### src/rtl/wdt_pkg.sv
package wdt_pkg;
  localparam int PRE_W = 8;
  localparam int SEL_W = 2;

  typedef struct packed {
    logic [PRE_W-1:0] pre;
    logic [SEL_W-1:0] sel;
    logic             rst_en;
    logic             en;
  } ctrl_t;
endpackage

### src/rtl/wdt_regs.sv
module wdt_regs
  import wdt_pkg::*;
#(
  parameter int ADDR_W = 4,
  parameter int DATA_W = 32,
  parameter int CNT_W  = 16
) (
  input  logic              clk,
  input  logic              rst_n,
  input  logic              bus_valid,
  input  logic              bus_write,
  input  logic [ADDR_W-1:0] bus_addr,
  input  logic [DATA_W-1:0] bus_wdata,
  input  logic [CNT_W-1:0]  cnt_q,
  output ctrl_t             ctrl_q,
  output logic [CNT_W-1:0]  reload_q,
  output logic              cnt_wr,
  output logic [DATA_W-1:0] bus_rdata
);
  localparam logic [ADDR_W-1:0] OFS_CTRL = ADDR_W'(0);
  localparam logic [ADDR_W-1:0] OFS_RLD  = ADDR_W'(4);
  localparam logic [ADDR_W-1:0] OFS_CNT  = ADDR_W'(8);

  ctrl_t            ctrl_d;
  logic [CNT_W-1:0] reload_d;
  logic             wr;
  logic             unused_wdata;

  assign unused_wdata = ^{bus_wdata[DATA_W-1:16], bus_wdata[7:6], bus_wdata[3:2]};
  assign wr     = bus_valid && bus_write;
  assign cnt_wr = wr && (bus_addr == OFS_CNT);

  always_comb begin
    ctrl_d   = ctrl_q;
    reload_d = reload_q;
    if (wr && (bus_addr == OFS_CTRL)) begin
      ctrl_d.en     = bus_wdata[0];
      ctrl_d.rst_en = bus_wdata[1];
      ctrl_d.sel    = bus_wdata[5:4];
      ctrl_d.pre    = bus_wdata[15:8];
    end
    if (wr && (bus_addr == OFS_RLD) && !ctrl_q.en)
      reload_d = bus_wdata[CNT_W-1:0];
  end

  always_ff @(posedge clk or negedge rst_n) begin
    if (!rst_n) begin
      ctrl_q   <= '0;
      reload_q <= '1;
    end else begin
      ctrl_q   <= ctrl_d;
      reload_q <= reload_d;
    end
  end

  always_comb begin
    bus_rdata = '0;
    if (bus_addr == OFS_CTRL) begin
      bus_rdata[0]    = ctrl_q.en;
      bus_rdata[1]    = ctrl_q.rst_en;
      bus_rdata[5:4]  = ctrl_q.sel;
      bus_rdata[15:8] = ctrl_q.pre;
    end else if (bus_addr == OFS_RLD) begin
      bus_rdata[CNT_W-1:0] = reload_q;
    end else if (bus_addr == OFS_CNT) begin
      bus_rdata[CNT_W-1:0] = cnt_q;
    end
  end
endmodule

### src/rtl/wdt_clkdiv.sv
module wdt_clkdiv
  import wdt_pkg::*;
(
  input  logic             clk,
  input  logic             rst_n,
  input  logic             en,
  input  logic             clr,
  input  logic [PRE_W-1:0] pre,
  input  logic [SEL_W-1:0] sel,
  output logic             tick
);
  localparam int DIV_W = 4 + (1 << SEL_W) - 1;

  logic [PRE_W-1:0] pc_q, pc_d;
  logic [DIV_W-1:0] dc_q, dc_d;
  logic [DIV_W-1:0] mask;
  logic             pre_tick;

  always_comb begin
    for (int i = 0; i < DIV_W; i++)
      mask[i] = (i < 4 + int'(sel));
  end

  assign pre_tick = en && (pc_q >= pre);
  assign tick     = pre_tick && ((dc_q & mask) == mask);

  always_comb begin
    pc_d = pc_q;
    dc_d = dc_q;
    if (clr) begin
      pc_d = '0;
      dc_d = '0;
    end else if (en) begin
      pc_d = pre_tick ? '0 : pc_q + 1'b1;
      if (pre_tick) dc_d = dc_q + 1'b1;
    end
  end

  always_ff @(posedge clk or negedge rst_n) begin
    if (!rst_n) begin
      pc_q <= '0;
      dc_q <= '0;
    end else begin
      pc_q <= pc_d;
      dc_q <= dc_d;
    end
  end
endmodule

### src/rtl/wdt_counter.sv
module wdt_counter #(
  parameter int CNT_W = 16
) (
  input  logic             clk,
  input  logic             rst_n,
  input  logic             load,
  input  logic [CNT_W-1:0] load_val,
  input  logic             tick,
  input  logic [CNT_W-1:0] reload,
  output logic [CNT_W-1:0] cnt_q,
  output logic             expire
);
  logic [CNT_W-1:0] cnt_d;

  always_comb begin
    cnt_d  = cnt_q;
    expire = 1'b0;
    if (load) begin
      cnt_d = load_val;
    end else if (tick) begin
      if (cnt_q == '0) begin
        cnt_d  = reload;
        expire = 1'b1;
      end else begin
        cnt_d = cnt_q - 1'b1;
      end
    end
  end

  always_ff @(posedge clk or negedge rst_n) begin
    if (!rst_n) cnt_q <= '1;
    else        cnt_q <= cnt_d;
  end
endmodule

### src/rtl/wdt_rstgen.sv
module wdt_rstgen #(
  parameter int RST_LEN = 4
) (
  input  logic clk,
  input  logic rst_n,
  input  logic fire,
  output logic rst_out
);
  localparam int RW = $clog2(RST_LEN + 1);

  logic [RW-1:0] rc_q, rc_d;

  always_comb begin
    if (fire)              rc_d = RW'(RST_LEN);
    else if (rc_q != '0)   rc_d = rc_q - 1'b1;
    else                   rc_d = rc_q;
  end

  always_ff @(posedge clk or negedge rst_n) begin
    if (!rst_n) rc_q <= '0;
    else        rc_q <= rc_d;
  end

  assign rst_out = (rc_q != '0);
endmodule

### src/rtl/wdt_top.sv
module wdt_top
  import wdt_pkg::*;
#(
  parameter int ADDR_W  = 4,
  parameter int DATA_W  = 32,
  parameter int CNT_W   = 16,
  parameter int RST_LEN = 4
) (
  input  logic              clk,
  input  logic              rst_n,
  input  logic              bus_valid,
  input  logic              bus_write,
  input  logic [ADDR_W-1:0] bus_addr,
  input  logic [DATA_W-1:0] bus_wdata,
  output logic [DATA_W-1:0] bus_rdata,
  output logic              sys_rst_o
);
  logic [1:0]       rst_sync_q;
  logic             rst_sync_n;
  ctrl_t            ctrl_q;
  logic             ctrl_en;
  logic             ctrl_rsten;
  logic [CNT_W-1:0] reload_q;
  logic [CNT_W-1:0] cnt_q;
  logic             cnt_wr;
  logic             tick;
  logic             expire;

  always_ff @(posedge clk or negedge rst_n) begin
    if (!rst_n) rst_sync_q <= 2'b00;
    else        rst_sync_q <= {rst_sync_q[0], 1'b1};
  end
  assign rst_sync_n = rst_sync_q[1];

  assign ctrl_en    = ctrl_q.en;
  assign ctrl_rsten = ctrl_q.rst_en;

  wdt_regs #(.ADDR_W(ADDR_W), .DATA_W(DATA_W), .CNT_W(CNT_W)) regs_i (
    .clk       (clk),
    .rst_n     (rst_sync_n),
    .bus_valid (bus_valid),
    .bus_write (bus_write),
    .bus_addr  (bus_addr),
    .bus_wdata (bus_wdata),
    .cnt_q     (cnt_q),
    .ctrl_q    (ctrl_q),
    .reload_q  (reload_q),
    .cnt_wr    (cnt_wr),
    .bus_rdata (bus_rdata)
  );

  wdt_clkdiv div_i (
    .clk   (clk),
    .rst_n (rst_sync_n),
    .en    (ctrl_en),
    .clr   (cnt_wr),
    .pre   (ctrl_q.pre),
    .sel   (ctrl_q.sel),
    .tick  (tick)
  );

  wdt_counter #(.CNT_W(CNT_W)) cnt_i (
    .clk      (clk),
    .rst_n    (rst_sync_n),
    .load     (cnt_wr),
    .load_val (bus_wdata[CNT_W-1:0]),
    .tick     (tick),
    .reload   (reload_q),
    .cnt_q    (cnt_q),
    .expire   (expire)
  );

  wdt_rstgen #(.RST_LEN(RST_LEN)) rgen_i (
    .clk     (clk),
    .rst_n   (rst_sync_n),
    .fire    (expire && ctrl_rsten),
    .rst_out (sys_rst_o)
  );
endmodule

### config.mk
export PLATFORM = sky130hd
export DESIGN_NAME = wdt_top
export DESIGN_NICKNAME = d
export VERILOG_FILES = /design/src/rtl/wdt_pkg.sv /design/src/rtl/wdt_regs.sv /design/src/rtl/wdt_clkdiv.sv /design/src/rtl/wdt_counter.sv /design/src/rtl/wdt_rstgen.sv /design/src/rtl/wdt_top.sv
export SDC_FILE = /design/constraint.sdc
export NUM_CORES = 1
export LEC_CHECK = 0
export BUFFER_PORTS_ARGS = -buffer_cell sky130_fd_sc_hd__buf_2
export CORE_UTILIZATION = 40
export DETAILED_ROUTE_END_ITERATION = 10
export GPL_ROUTABILITY_DRIVEN = 0
export PLACE_DENSITY_LB_ADDON = 0.3
export REMOVE_ABC_BUFFERS = 1
export SYNTH_ARGS = -nofsm -noshare
export SYNTH_HDL_FRONTEND = slang
export SYNTH_SLANG_ARGS = --single-unit
### constraint.sdc
create_clock -name clk -period 2 [get_ports clk]
set_clock_uncertainty 0.1 [all_clocks]
set_input_delay 0 -clock clk [delete_from_list [all_inputs] [get_ports clk]]
set_output_delay 0 -clock clk [all_outputs]
set_load 0.02 [all_outputs]
# Word level (Yosys, flattened, before mapping)
# Index checks and enable logic that the tools add are counted.
# word_totals
register_bits	64
inputBits	40
out_inout_bits	33
wordCells	65
# op_classes
addsub	5
order_cmp	8
n_eq_ne	3
muxes	21
bitwise	1
n_reduce_logical	17
# ops
cell	count
$lt A4 B32 Y1 const A	3
$mux W16	5
$lt A3 B32 Y1 const A	2
$lt A2 B32 Y1 const A	1
$mux W8	4
$mux W7	3
$logic_not A16 Y1	1
$sub A16 B1 Y16 const B	1
$add A8 B1 Y8 const B	1
$ge A8 B8 Y1	1
$logic_and A1 B1 Y1	8
$mux W2	4
$reduce_bool A2 Y1	4
$add A7 B1 Y7 const B	1
$and A7 B7 Y7	1
$eq A7 B7 Y1	1
$mux W3	2
$add A3 B2 Y4 const A	1
$eq A4 B3 Y1 const B	1
$eq A4 B4 Y1 const B	1
$logic_not A4 Y1	1
$lt A1 B4 Y1 const A	1
$mux W1	3
$reduce_bool A3 Y1	1
other kinds (3)	3

# Longest topological paths before layout
# logic_depth
word_depth	9
ltp_mapped	8
ltp_nobuf	7

# Hierarchy
# From an unflattened synthesis, not the netlist that was laid out.
# hier_totals
hier_cells	427
area_unflattened_um2	4022.6
# by_module_without_submodules
mod	n_inst	cells_per_inst	area_each_um2	seq_area_each_um2
wdt_regs	1	144	1532.7	720.7
wdt_counter	1	153	1255.0	420.4
wdt_clkdiv	1	110	997.2	375.4
wdt_rstgen	1	16	177.7	75.1
wdt_top	1	4	60.1	50.0

# Least setup slack after synthesis
# Ideal clock, no wire load.
# synth_timing
kind	flip-flop to flip-flop
start	reg div_i.pc_q[6]
end	reg div_i.pc_q[2]
setup_time_ns	0.072
t_arrival_ns	2.173
t_required_ns	1.828
setup_slack_ns	-0.346
stages_incl_launch_ff	8
path_buffers	1
synth_period_minus_slack_ns	2.346
cell_sequence	dfrtp_1 -> ha_1 -> and3_1 -> a221o_1 -> a32oi_1 -> clkbuf_1 -> nand2_1 -> nor2_1
# synth_via
elab_chain_len	5
# synth_lines
element	line_no	text
start, declared	wdt_clkdiv.sv:14	logic [PRE_W-1:0] pc_q, pc_d;
start signal, assigned	wdt_clkdiv.sv:44	pc_q <= pc_d;
$ge A8 B8 Y1	wdt_clkdiv.sv:24	assign pre_tick = en && (pc_q >= pre);
$logic_and A1 B1 Y1	wdt_clkdiv.sv:24	
$mux W8	wdt_clkdiv.sv:34	pc_d = pre_tick ? '0 : pc_q + 1'b1;
$mux W8	wdt_clkdiv.sv:33	end else if (en) begin
$mux W8	wdt_clkdiv.sv:30	if (clr) begin
# No other way between the ends. The select of a mux whose other input is x is not followed.
# A chain may end at the register's enable or synchronous reset.

# Worst setup path after layout
# layout_timing
start	reg, netlist name regs_i.ctrl_q[11]
end	reg div_i.dc_q[6]
# layout_via
elab_chain_len	4
# layout_lines
element	line_no	text
$ge A8 B8 Y1	wdt_clkdiv.sv:24	
$logic_and A1 B1 Y1	wdt_clkdiv.sv:24	
$reduce_bool A2 Y1 (no line)	--	
$reduce_and A2 Y1 (no line)	--	
end signal, assigned	wdt_clkdiv.sv:42	dc_q <= '0;
end signal, assigned	wdt_clkdiv.sv:45	dc_q <= dc_d;
end, declared	wdt_clkdiv.sv:15	logic [DIV_W-1:0] dc_q, dc_d;
# No other way between the ends.

==> run_results.csv <==
group,metric,value,unit
setup_path,critPathSlowestCell,"or4_1",
sta,post-route-period-util,116.2,%
setup_path,crit_family,"simple AND/OR/NAND/NOR gates",
logic_synthesis,ys.flop_type,"dfstp_2",
cells_and_area,seq_area,1643,µm²
logic_synthesis,synth_top_family_by_area,"simple AND/OR/NAND/NOR gates",
sta,finalSetupViolCount,34,
logic_synthesis,synthAdderAreaFrac,4.178,%
logic_synthesis,syn_avg_cell_area,9.215,µm²
grt,grt_max_degree,48,
logic_synthesis,synthSimpleGateAreaFrac,20.02,%
flow_run,drv_cap,0,
power,p_leak,2.492,nW
cells_and_area,fill_cells,937,
cells_and_area,design_area,5639,µm²
setup_path,reg2reg_to,"div_i.dc_q[6]$_DFFE_PN0P_",
grt,first_global_vias,3737,
cells_and_area,instances_no_fill,704,
logic_synthesis,ys_ff_latch,64,
route,firstDrtPassIters,5,
route,wl,11750,µm
sta,fin_ws,-0.3245,ns
setup_path,worstPathCellList,"inv_1, ha_4, and3_4, and3_4, a32oi_4, clkbuf_16, or4_1, a21oi_1",
sta,fin_crit,2.325,ns
route,vias,3798,
setup_path,critPathLaunchType,"flip-flop",
grt,overflow,0,
cells_and_area,drive_gt1_share,41.37,%
floorplan,die_w,104.4,µm
worst_hold_path,hp-start,"bus_write",
logic_synthesis,synth_compound_area_share,14.23,%
floorplan,ioPinCount,73,
placement,dp_hpwl,7892,µm
setup_path,arrival,2.50,ns
route,post_drt_wl_per_cell,16.69,µm
setup_path,crit_top_cell,"and3_4",
cells_and_area,final_util,55.12,%
cts,cts_buffers,9,
logic_synthesis,synth.distinct_cells,57,
floorplan,initial_core_util,40.98,%
setup_path,max_stage_delay,0.50,ns
logic_synthesis,synthCells,455,
cells_and_area,diodes,0,
logic_synthesis,synthMuxAreaShare,11.64,%
grt,antenna_found_initial,0,
placement,portBuffers,40,
placement,placed_cells,663,
grt,grt_pass1_wl,18580,µm
power,vdd_drop_max,480.6,µV
route,drt-initial-drc-count,190,
worst_hold_path,hold-path-cell-count,4,
setup_path,end_kind,"flip-flop",
floorplan,num_rows,37,
route,post-route-drc-count,0,
power,powerDensity,1039,nW/µm²
floorplan,coreArea,10230,µm²
cts,clk_latency,0.36,ns
cells_and_area,area_growth,34.50,%
sta,worstMarginPinSlew,0.5402,ns
logic_synthesis,yosysWarningCount,0,
floorplan,die_h,104.4,µm
logic_synthesis,synthXorXnorAreaFrac,2.716,%
sta,fin_setup_tns,-7.276,ns
logic_synthesis,synth-seq-area-share,39.15,%
cts,cts.sinks,64,
cts,cts_max_level,3,
setup_path,cp.depth,8,
sta,maxSlewViolCount,0,
power,power,5.861,mW
floorplan,die_area,10900,µm²
sta,rsz0062_at_grt,"true",
worst_hold_path,min_to,"cnt_i.cnt_q[5]$_DFFE_PN1P_",
outcome,failed_checks,"negative setup slack",
route,viasPerCell,5.395,
setup_path,required,2.17,ns
logic_synthesis,synth_edf_count,0,
cts,cts.clk_slew.worst_paths,0.07,ns
logic_synthesis,ys_async_sr_fraction,100.0,%
worst_hold_path,holdCritPathClass,"in -> reg",
setup_path,crit_path_max_fanout,9,
cts,tritoncts,"built",
cells_and_area,multiInputGateArea,2474,µm²
sta,hold_viol,0,
sta,fmax,0.4302,GHz
grt,track_usage,21.62,%
logic_synthesis,syn_area,4193,µm²
route,ant_nets,0,
setup_path,r2r_slack,-0.32,ns
setup_path,reg2reg_depth,8,
setup_path,path_class,"reg -> reg",
cts,cts.path.max_buffers,2,
setup_path,critPathBufInv,2,
cells_and_area,fin_nets,617,
setup_path,timing.rr.start,"regs_i.ctrl_q[11]$_DFFE_PN0P_",
placement,dpl-instance-area,4950,µm²
cts,clockRootBuffer,"clkbuf_8",
sta,max_slew_margin,63.98,%
outcome,status,"finished, violations left",
metal layers:
layer,up-vias,track usage (%),part of all wire (%)
li1,1823,-,-
met5,-,0,0
met1,1890,28.09,45
met2,74,36.99,51
met3,11,4.449,3.5
met4,0,4.490,1.1
timing repair:
action / CTS / global route
setup endpoints to repair: 34 / 34
resized for setup: 18 / 37
buffers inserted: 2 / 4
pin swaps: 7 / 24
endpoints found under the hold margin: 46 / 0
hold buffers: 18 / 0
cloned: 0 / 2
cells in the final DEF, fill, tap and decap left out, types with 5 or more instances in the layout:
master	synthesis	layout
xor2_1	11	11
inv_1	19	18
buf_2	0	40
or3_1	5	5
nor2b_1	7	7
conb_1	2	17
mux2_2	30	30
nand4_1	11	11
o31ai_1	8	7
dlygate4sd3_1	0	18
nand2_1	17	14
ha_1	14	12
a21oi_1	26	22
dfstp_2	32	32
buf_12	0	8
dfrtp_1	32	31
a31oi_1	10	10
or2_2	8	8
o21ai_2	0	5
o21ai_1	0	6
o21ai_0	18	7
clkbuf_8	0	10
nand3_1	21	19
buf_4	16	57
nor2_1	57	53
mux2i_1	15	15
kinds of logic (layout without fill, tap and decap cells):
family          after synthesis  count (layout)
simple gates                160             160
xor+xnor                     13              13
flops                        64              64
buf+inv                      66             164
compound gates               91              91
other cells                   2              17
fa+ha+maj                    14              14
mux                          45              45
worst register-to-register path, delay by kind of cell (launching register included):
family / cells / cell delay, ns
buf+inv: 2 / 0.30
simple gates: 3 / 0.87
flops: 1 / 0.37
compound gates: 2 / 0.34
fa+ha+maj: 1 / 0.27
how the worst max path moves through the flow:
stage | startpoint | endpoint | slack, ns
3_5_place_dp | regs_i.ctrl_q[10]$_DFFE_PN0P_ | cnt_i.cnt_q[1]$_DFFE_PN1P_ | -0.31
3_3_place_gp | regs_i.ctrl_q[4]$_DFFE_PN0P_ | div_i.dc_q[5]$_DFFE_PN0P_ | -0.22
4_1_cts | regs_i.ctrl_q[10]$_DFFE_PN0P_ | cnt_i.cnt_q[1]$_DFFE_PN1P_ | -0.27
2_1_floorplan | div_i.pc_q[6]$_DFFE_PN0P_ | cnt_i.cnt_q[1]$_DFFE_PN1P_ | -1.25
5_1_grt | regs_i.ctrl_q[11]$_DFFE_PN0P_ | div_i.dc_q[6]$_DFFE_PN0P_ | -0.39
6_report | regs_i.ctrl_q[11]$_DFFE_PN0P_ | div_i.dc_q[6]$_DFFE_PN0P_ | -0.32
sequential cells by signal, indices dropped and copies added (netlist names):
name,count
cnt_i.cnt_q,16
regs_i.reload_q,16
regs_i.ctrl_q,12
div_i.pc_q,8
div_i.dc_q,7
rgen_i.rc_q,3
rst_sync_q,2
where the power goes:
group,internal (mW),switching [mW],leakage (nW)
combinational,1.22,1.26,1.64
sequential,1.80,0.326,0.743
clock,0.736,0.521,0.108
metrics by stage:
stage	worst slack, ns	hold WS (ns)
after floorplan	-1.250	-0.3956
after global placement	-0.2218	-0.3129
after detailed placement	-0.3105	-0.3119
after CTS	-0.2711	0.06140
after global routing	-0.3862	0.09021
final	-0.3245	0.06668
area by class of cell:
class / count / area share [%]
timing repair buffer: 129 / 18.93
clock inverter: 3 / 1.154
multi-input combinational: 340 / 43.87
sequential: 64 / 29.13
clock buffer: 13 / 2.640
inverter: 19 / 1.265
tap: 136 / 3.018
cell usage after synthesis (2+ instances only):
master | number | area share [%]
mux2i_1 | 15 | 3.6
mux2_2 | 30 | 8.1
a21oi_1 | 26 | 3.1
inv_1 | 19 | 1.7
o2111ai_1 | 3 | 0.63
a22oi_1 | 4 | 0.72
nand4_1 | 11 | 1.6
dfrtp_1 | 32 | 19
buf_4 | 16 | 2.9
nor3_1 | 5 | 0.60
or3_1 | 5 | 0.75
nand3_1 | 21 | 2.5
ha_1 | 14 | 4.2
or2_2 | 8 | 1.2
and3_1 | 6 | 0.90
o31ai_1 | 8 | 1.4
clkbuf_1 | 26 | 2.3
xor2_1 | 11 | 2.3
a31oi_1 | 10 | 1.5
nand2_1 | 17 | 1.5
nand2b_1 | 3 | 0.45
conb_1 | 2 | 0.18
nand3b_1 | 2 | 0.36
o21ai_0 | 18 | 2.1
dfstp_2 | 32 | 20
nor2_1 | 57 | 5.1
nor2b_1 | 7 | 1.0
nand4b_1 | 2 | 0.42
nor4_1 | 3 | 0.45
or4_1 | 3 | 0.54
buf_6 | 3 | 0.81
xnor2_1 | 2 | 0.42
nor3b_1 | 3 | 0.54
o211ai_1 | 4 | 0.72
buf_1 | 2 | 0.18
a2111o_1 | 4 | 1.1
(Power assumes the default switching activity.)
